File: config.mk
export PLATFORM = sky130hd
export DESIGN_NAME = simd_lane_array
export DESIGN_NICKNAME = d
export VERILOG_FILES = /design/src/rtl/simd_pkg.sv /design/src/rtl/simd_mask_ctl.sv /design/src/rtl/simd_pe.sv /design/src/rtl/simd_lane_array.sv
export SDC_FILE = /design/constraint.sdc
export NUM_CORES = 2
export LEC_CHECK = 0
export BUFFER_PORTS_ARGS = -buffer_cell sky130_fd_sc_hd__buf_2
export CORE_MARGIN = 5
export CORE_UTILIZATION = 60
export DETAILED_ROUTE_END_ITERATION = 8
export GPL_TIMING_DRIVEN = 1
export MAX_ROUTING_LAYER = met4
export PLACE_DENSITY = 0.83
export SYNTH_ARGS = -nofsm -noshare
export SYNTH_HDL_FRONTEND = slang
export SYNTH_SLANG_ARGS = --single-unit
File: constraint.sdc
create_clock -name clk -period 5.75 [get_ports clk]
set_clock_uncertainty 0.05 [all_clocks]
set_input_delay 0.2875 -clock clk [delete_from_list [all_inputs] [get_ports clk]]
set_output_delay 0.2875 -clock clk [all_outputs]
set_load 0.01 [all_outputs]
File: src/rtl/simd_pkg.sv
// Package: shared opcode encoding for the lockstep element array.
// Assumes a 4-bit opcode field; codes 14 and 15 are unused and act as NOP.
package simd_pkg;
    typedef enum logic [3:0] {
        OP_NOP   = 4'd0,
        OP_ADD   = 4'd1,
        OP_SUB   = 4'd2,
        OP_AND   = 4'd3,
        OP_OR    = 4'd4,
        OP_XOR   = 4'd5,
        OP_LDI   = 4'd6,
        OP_ADDI  = 4'd7,
        OP_SHL   = 4'd8,
        OP_SHR   = 4'd9,
        OP_IFEQ  = 4'd10,
        OP_IFLT  = 4'd11,
        OP_ELSE  = 4'd12,
        OP_ENDIF = 4'd13
    } simd_op_e;
endpackage

File: src/rtl/simd_mask_ctl.sv
// Module: simd_mask_ctl
// Tracks how many conditional levels are open and qualifies the mask-stack
// operations (push, flip, pop) that are broadcast to every element.
// Assumes one instruction per cycle; over- and under-nested ops are dropped.
module simd_mask_ctl
    import simd_pkg::*;
#(
    parameter int STACK_DEPTH = 4
) (
    input  logic       clk,
    input  logic       rst_n,
    input  logic       ins_valid,
    input  logic [3:0] ins_op,
    output logic       push,
    output logic       flip,
    output logic       pop
);
    localparam int DW = $clog2(STACK_DEPTH + 1);

    logic [DW-1:0] depth;
    logic          is_if;
    logic          full;
    logic          empty;

    // Decode the mask-stack ops and gate them by the nesting limits.
    always_comb begin
        is_if = (ins_op == OP_IFEQ) || (ins_op == OP_IFLT);
        full  = (depth == DW'(STACK_DEPTH));
        empty = (depth == '0);
        push  = ins_valid && is_if && !full;
        flip  = ins_valid && (ins_op == OP_ELSE) && !empty;
        pop   = ins_valid && (ins_op == OP_ENDIF) && !empty;
    end

    // Count open conditional levels.
    always_ff @(posedge clk) begin
        if (!rst_n) begin
            depth <= '0;
        end else if (push) begin
            depth <= depth + 1'b1;
        end else if (pop) begin
            depth <= depth - 1'b1;
        end
    end

    AST_DEPTH_LIMIT: assert property (@(posedge clk) disable iff (!rst_n)
        depth <= DW'(STACK_DEPTH));
    AST_FULL_IF_IGNORED: assert property (@(posedge clk) disable iff (!rst_n)
        (ins_valid && is_if && depth == DW'(STACK_DEPTH)) |=> depth == DW'(STACK_DEPTH));
    AST_EMPTY_POP_IGNORED: assert property (@(posedge clk) disable iff (!rst_n)
        (ins_valid && ins_op == OP_ENDIF && depth == '0) |=> depth == '0);
    AST_POP_SHRINKS: assert property (@(posedge clk) disable iff (!rst_n)
        pop |=> depth == $past(depth) - 1'b1);
endmodule

File: src/rtl/simd_pe.sv
// Module: simd_pe
// One processing element: private register file, ALU, mask bit and a
// per-element mask stack. Executes the broadcast instruction when unmasked.
// Assumes push/flip/pop arrive already qualified by simd_mask_ctl, and that
// hi_in / lo_in carry the neighbours' ra values (zero at array ends).
module simd_pe
    import simd_pkg::*;
#(
    parameter int DATA_W      = 16,
    parameter int NUM_REGS    = 4,
    parameter int STACK_DEPTH = 4
) (
    input  logic                        clk,
    input  logic                        rst_n,
    input  logic                        ins_valid,
    input  logic [3:0]                  ins_op,
    input  logic [$clog2(NUM_REGS)-1:0] ins_rd,
    input  logic [$clog2(NUM_REGS)-1:0] ins_ra,
    input  logic [$clog2(NUM_REGS)-1:0] ins_rb,
    input  logic [DATA_W-1:0]           ins_imm,
    input  logic                        push,
    input  logic                        flip,
    input  logic                        pop,
    input  logic [DATA_W-1:0]           hi_in,
    input  logic [DATA_W-1:0]           lo_in,
    input  logic                        ld_hit,
    input  logic [$clog2(NUM_REGS)-1:0] ld_reg,
    input  logic [DATA_W-1:0]           ld_data,
    input  logic [$clog2(NUM_REGS)-1:0] rd_reg,
    output logic [DATA_W-1:0]           ra_out,
    output logic [DATA_W-1:0]           rd_data,
    output logic                        masked
);
    localparam int RW = $clog2(NUM_REGS);

    logic [NUM_REGS-1:0][DATA_W-1:0] regs;
    logic [STACK_DEPTH-1:0]          stk;
    logic                            mask;
    logic [DATA_W-1:0]               opa;
    logic [DATA_W-1:0]               opb;
    logic [DATA_W-1:0]               alu_res;
    logic                            writes_rd;
    logic                            wr_bc;
    logic                            cond_true;

    // Fetch operands and present readback/neighbour values.
    always_comb begin
        opa     = regs[ins_ra];
        opb     = regs[ins_rb];
        ra_out  = opa;
        rd_data = regs[rd_reg];
        masked  = mask;
    end

    // ALU result, condition evaluation and broadcast write enable.
    always_comb begin
        alu_res   = '0;
        writes_rd = 1'b1;
        case (ins_op)
            OP_ADD:  alu_res = opa + opb;
            OP_SUB:  alu_res = opa - opb;
            OP_AND:  alu_res = opa & opb;
            OP_OR:   alu_res = opa | opb;
            OP_XOR:  alu_res = opa ^ opb;
            OP_LDI:  alu_res = ins_imm;
            OP_ADDI: alu_res = opa + ins_imm;
            OP_SHL:  alu_res = hi_in;
            OP_SHR:  alu_res = lo_in;
            default: writes_rd = 1'b0;
        endcase
        cond_true = (ins_op == OP_IFEQ) ? (opa == opb) : (opa < opb);
        wr_bc     = ins_valid && !mask && writes_rd;
    end

    // Register file: load port has priority over the broadcast write.
    always_ff @(posedge clk) begin
        if (!rst_n) begin
            regs <= '0;
        end else begin
            for (int k = 0; k < NUM_REGS; k++) begin
                if (ld_hit && ld_reg == RW'(k)) begin
                    regs[k] <= ld_data;
                end else if (wr_bc && ins_rd == RW'(k)) begin
                    regs[k] <= alu_res;
                end
            end
        end
    end

    // Mask bit: set on failed IF, invert on ELSE within saved set, restore on ENDIF.
    always_ff @(posedge clk) begin
        if (!rst_n) begin
            mask <= 1'b0;
        end else if (push) begin
            mask <= mask | !cond_true;
        end else if (flip) begin
            mask <= stk[0] | !mask;
        end else if (pop) begin
            mask <= stk[0];
        end
    end

    // Mask stack, entry 0 is the innermost saved mask.
    always_ff @(posedge clk) begin
        if (!rst_n) begin
            stk <= '0;
        end else if (push) begin
            for (int k = STACK_DEPTH - 1; k > 0; k--) begin
                stk[k] <= stk[k-1];
            end
            stk[0] <= mask;
        end else if (pop) begin
            for (int k = 0; k < STACK_DEPTH - 1; k++) begin
                stk[k] <= stk[k+1];
            end
            stk[STACK_DEPTH-1] <= 1'b0;
        end
    end

    AST_MASKED_HOLD: assert property (@(posedge clk) disable iff (!rst_n)
        (ins_valid && mask && !ld_hit) |=> $stable(regs));
    AST_IF_KEEPS_MASKED: assert property (@(posedge clk) disable iff (!rst_n)
        (push && mask) |=> mask);
    AST_ELSE_OUTSIDE_SET: assert property (@(posedge clk) disable iff (!rst_n)
        (flip && stk[0]) |=> mask);
endmodule

File: src/rtl/simd_lane_array.sv
// Module: simd_lane_array (top)
// Row of NUM_PE lockstep elements sharing one broadcast instruction, with
// nearest-neighbour wiring, load/readback access and an "any active" flag.
// Assumes at most one instruction per cycle from an external control unit.
module simd_lane_array
    import simd_pkg::*;
#(
    parameter int NUM_PE      = 8,
    parameter int DATA_W      = 16,
    parameter int NUM_REGS    = 4,
    parameter int STACK_DEPTH = 4
) (
    input  logic                        clk,
    input  logic                        rst_n,
    input  logic                        ins_valid,
    input  logic [3:0]                  ins_op,
    input  logic [$clog2(NUM_REGS)-1:0] ins_rd,
    input  logic [$clog2(NUM_REGS)-1:0] ins_ra,
    input  logic [$clog2(NUM_REGS)-1:0] ins_rb,
    input  logic [DATA_W-1:0]           ins_imm,
    input  logic                        ld_en,
    input  logic [$clog2(NUM_PE)-1:0]   ld_pe,
    input  logic [$clog2(NUM_REGS)-1:0] ld_reg,
    input  logic [DATA_W-1:0]           ld_data,
    input  logic [$clog2(NUM_PE)-1:0]   rd_pe,
    input  logic [$clog2(NUM_REGS)-1:0] rd_reg,
    output logic [DATA_W-1:0]           rd_data,
    output logic                        any_active
);
    localparam int PW = $clog2(NUM_PE);

    logic                           push;
    logic                           flip;
    logic                           pop;
    logic [NUM_PE-1:0][DATA_W-1:0]  ra_vals;
    logic [NUM_PE-1:0][DATA_W-1:0]  rd_vals;
    logic [NUM_PE-1:0]              masks;

    simd_mask_ctl #(.STACK_DEPTH(STACK_DEPTH)) ctl_i (
        .clk       (clk),
        .rst_n     (rst_n),
        .ins_valid (ins_valid),
        .ins_op    (ins_op),
        .push      (push),
        .flip      (flip),
        .pop       (pop)
    );

    for (genvar g = 0; g < NUM_PE; g++) begin : g_pe
        logic [DATA_W-1:0] hi_nb;
        logic [DATA_W-1:0] lo_nb;
        logic              hit;

        if (g == NUM_PE - 1) begin : g_hi_end
            assign hi_nb = '0;
        end else begin : g_hi_mid
            assign hi_nb = ra_vals[g+1];
        end
        if (g == 0) begin : g_lo_end
            assign lo_nb = '0;
        end else begin : g_lo_mid
            assign lo_nb = ra_vals[g-1];
        end
        assign hit = ld_en && (ld_pe == PW'(g));

        simd_pe #(
            .DATA_W      (DATA_W),
            .NUM_REGS    (NUM_REGS),
            .STACK_DEPTH (STACK_DEPTH)
        ) pe_i (
            .clk       (clk),
            .rst_n     (rst_n),
            .ins_valid (ins_valid),
            .ins_op    (ins_op),
            .ins_rd    (ins_rd),
            .ins_ra    (ins_ra),
            .ins_rb    (ins_rb),
            .ins_imm   (ins_imm),
            .push      (push),
            .flip      (flip),
            .pop       (pop),
            .hi_in     (hi_nb),
            .lo_in     (lo_nb),
            .ld_hit    (hit),
            .ld_reg    (ld_reg),
            .ld_data   (ld_data),
            .rd_reg    (rd_reg),
            .ra_out    (ra_vals[g]),
            .rd_data   (rd_vals[g]),
            .masked    (masks[g])
        );
    end

    // Readback mux and global activity flag.
    always_comb begin
        rd_data    = (int'(rd_pe) < NUM_PE) ? rd_vals[rd_pe] : '0;
        any_active = ~&masks;
    end

    AST_SHIFT_LOW_END: assert property (@(posedge clk) disable iff (!rst_n)
        (ins_valid && ins_op == OP_SHR && !masks[0] && !ld_en && rd_reg == ins_rd && rd_pe == '0)
        |=> rd_data == '0);
endmodule

==> flow_metrics.env <==
export IMPL_status="finished with violations"
export IMPL_violations="max-capacitance violations, max-slew violations"
export IMPL_final_util_pct=65.0
export IMPL_via_per_inst=7.66
export IMPL_reg2regPathDepth=14
export IMPL_grt_pass1_wl_mm=373
export IMPL_setup_violations=0
export IMPL_stdcell_area_um2=59400
export IMPL_slew_viol_final=23
export IMPL_fmax_ghz=0.215
export IMPL_antenna_found_initial=14
export IMPL_layout_commonest_cell="nor2_1"
export IMPL_period_needed_ns=4.66
export IMPL_cts_resized=0
export IMPL_gr_total_overflow=0
export IMPL_rr_endpoint="g_pe[5].pe_i.regs[30]"
export IMPL_clk_path_buf_depth=3
export IMPL_ys_warnings_count=0
export IMPL_p_per_area_nw_per_um2=229
export IMPL_crit_arrival_ns=5.11
export IMPL_netlist_area_um2=55100
export IMPL_postSynth_asyncResetShare_pct=0
export IMPL_yosys_mux_area_fraction_pct=17.7
export IMPL_peakVddDrop_mv=0.245
export IMPL_r2r_slack_ns=1.26
export IMPL_setup_tns_ns=0
export IMPL_io_buffers=72
export IMPL_synth_top_family_by_area="compound AO/OA/AOI/OAI gates"
export IMPL_htreeDepth=3
export IMPL_drc=0
export IMPL_synth_simple_gate_area_share_pct=16.8
export IMPL_synthXorXnorAreaFrac_pct=2.70
export IMPL_gp_congestion=1.12
export IMPL_critPathRequiredTime_ns=6.21
export IMPL_final_cell_mix="nor2_1, a21oi_1, nand2_1, dfxtp_1, ha_1"
export IMPL_nets=7133
export IMPL_setup_slack_ns=1.09
export IMPL_syn_area_per_cell_um2=8.21
export IMPL_grt_setup_unrepaired="false"
export IMPL_dp_cells=7668
export IMPL_dpl_cell_area_um2=56900
export IMPL_wl_mm=262
export IMPL_cts_root_buf="clkbuf_16"
export IMPL_grt_pass1_vias=54773
export IMPL_synth_top_cell_area_share_pct=20.1
export IMPL_cts_tree="yes"
export IMPL_clock_latency_ns=0.67
export IMPL_drive_gt1_share_pct=13.6
export IMPL_synth_seq_cells=555
export IMPL_dp_slack_ns=0.752
export IMPL_ant_nets=0
export IMPL_cts_clk_slew_worst_paths_ns=0.06
export IMPL_drt_iter0_markers=11088
export IMPL_first_pass_iters=7
export IMPL_synth_edff_count=0
export IMPL_criticalPathCategory="in2reg"
export IMPL_yosysSeqAreaShare_pct=20.1
export IMPL_final_hold_violation_count=0
export IMPL_crit_fanout=30
export IMPL_fillerInstances=7820
export IMPL_end_kind="flop"
export IMPL_num_rows=111
export IMPL_syn_nets=7296
export IMPL_hpwlAfterDp_mm=192
export IMPL_routedWlPerCell_um=33.6
export IMPL_reg2reg_from="g_pe[5].pe_i.regs[48]"
export IMPL_grt_max_degree=175
export IMPL_synth_compound_area_share_pct=24.5
export IMPL_clkSinkCount=555
export IMPL_area_growth_syn_to_layout_pct=7.66
export IMPL_hold_class="in2reg"
export IMPL_fin_cells=7811
export IMPL_slew_headroom_pct=-1.03
export IMPL_start_kind="input pin"
export IMPL_drv_cap=1
export IMPL_die_area_um2=98100
export IMPL_io_pins=73
export IMPL_p_leak_nw=22.2
export IMPL_fin_crit_sh_pct=81.0
export IMPL_num_vias=59818
export IMPL_cts_buffers=69
export IMPL_die_w_um=313
export IMPL_synth_fa_ha_area_share_pct=12.1
export IMPL_whs_endpoint="g_pe[4].pe_i.regs[26]"
export IMPL_ys_flop_type="dfxtp_1"
export IMPL_synth_cell_types=97
export IMPL_synthCells=6719
export IMPL_worstMarginPinSlew_ns=1.51
export IMPL_hp_start="ld_data[10]"
export IMPL_die_h_um=313
export IMPL_grt_usage_pct=52.6
export IMPL_synth_area_leader_cell="dfxtp_1"
export IMPL_holdPathStages=3
export IMPL_synth_area_leaders="dfxtp_1, mux4_2, ha_1, nor2_1, a21oi_1"
export IMPL_core_region_area_um2=91400
export IMPL_initial_core_util_pct=60.3
[final cells by class]
class	count	area, µm²	share of cell area (%)
multi-input cells	5302	40800	68.7
flip-flops and latches	555	11100	18.7
repair buffers	272	2170	3.65
inverters	356	1340	2.26
clock inverters	26	338	0.569
clock buffers	98	2070	3.49
well taps	1186	1480	2.50
diodes	16	40.0	0.0674
[timing repair]
action                                 in CTS  in global routing
buffers inserted                            0                  0
endpoints found under the hold margin      20                  0
hold buffers                                3                  0
[worst max-delay path, stage by stage]
cell and delay (ns):
buf_2 0.39, and4b_4 0.68, buf_4 0.46, nand2_1 0.64, o21ai_0 0.28, ha_1 0.36
a21oi_1 0.31, nor2b_1 0.08, o21ai_0 0.23, nand2_1 0.08, a21oi_1 0.18, o21bai_1 0.11
xnor2_1 0.14, a211oi_1 0.68, o31ai_1 0.18
[metal layers]
layer / track usage [%] / wire, µm / up-vias
met5: - / 0 / -
met4: 32.6 / 21800 / 0
met3: 24.0 / 50100 / 1356
met2: 67.0 / 98200 / 5781
met1: 66.9 / 92200 / 27916
li1: - / - / 24765
[report_power, final]
group / switching (W) / leakage, nW / internal [W]
registers: 0.000177 / 4.51 / 0.00402
clock network: 0.00199 / 1.17 / 0.00279
logic: 0.00299 / 16.5 / 0.00167
[stage by stage]
| step | total power, W | hold slack (ns) |
|---|---|---|
| floorplan | 0.00712 | 0.373 |
| global placement | 0.00854 | 0.403 |
| detailed placement | 0.00860 | 0.409 |
| CTS | 0.0133 | 0.0251 |
| global route | 0.0139 | 0.0785 |
| finish | 0.0136 | 0.0669 |
[sequential cells by signal, indices dropped and copies added, names as in the netlist]
signal	cells
ctl_i.depth	3
g_pe.pe_i.masked	8
g_pe.pe_i.regs	512
g_pe.pe_i.stk	32
[synthesized netlist by cell type, drive strengths merged (49+ instances only)]
cell type and instances:
nor2 1067, a21oi 590, nand2 562, dfxtp 555, ha 504, mux4 416, clkbuf 368, inv 355
o21ai 329, a211oi 160, o32ai 149, buf 138, o211ai 124, nor3 114, xnor2 113, a221oi 104
or3 82, a22oi 66, o21bai 64, o2111ai 60, xor2 57, a21o 49
[logic make-up after synthesis]
family / after synthesis
adder cells (fa/ha/maj): 521
AO/OA/AOI/OAI: 2014
XOR/XNOR: 170
AND/OR/NAND/NOR: 2143
buffers and inverters: 862
multiplexers: 454
flip-flops: 555
[worst max path at each step]
stage,from,end,slack [ns],depth (start not counted)
after global placement,ins_op[2],g_pe[3].pe_i.regs[63],0.75,15
final,ins_op[2],g_pe[3].pe_i.regs[15],1.09,15
after floorplan,ins_rb[0],g_pe[6].pe_i.regs[14],1.27,17
after CTS,ins_op[2],g_pe[3].pe_i.regs[15],1.43,15
after detailed placement,ins_op[2],g_pe[3].pe_i.regs[15],0.75,15
after global routing,ins_op[2],g_pe[3].pe_i.regs[47],1.01,15
Note: power is estimated with default switching activity, not from simulation.
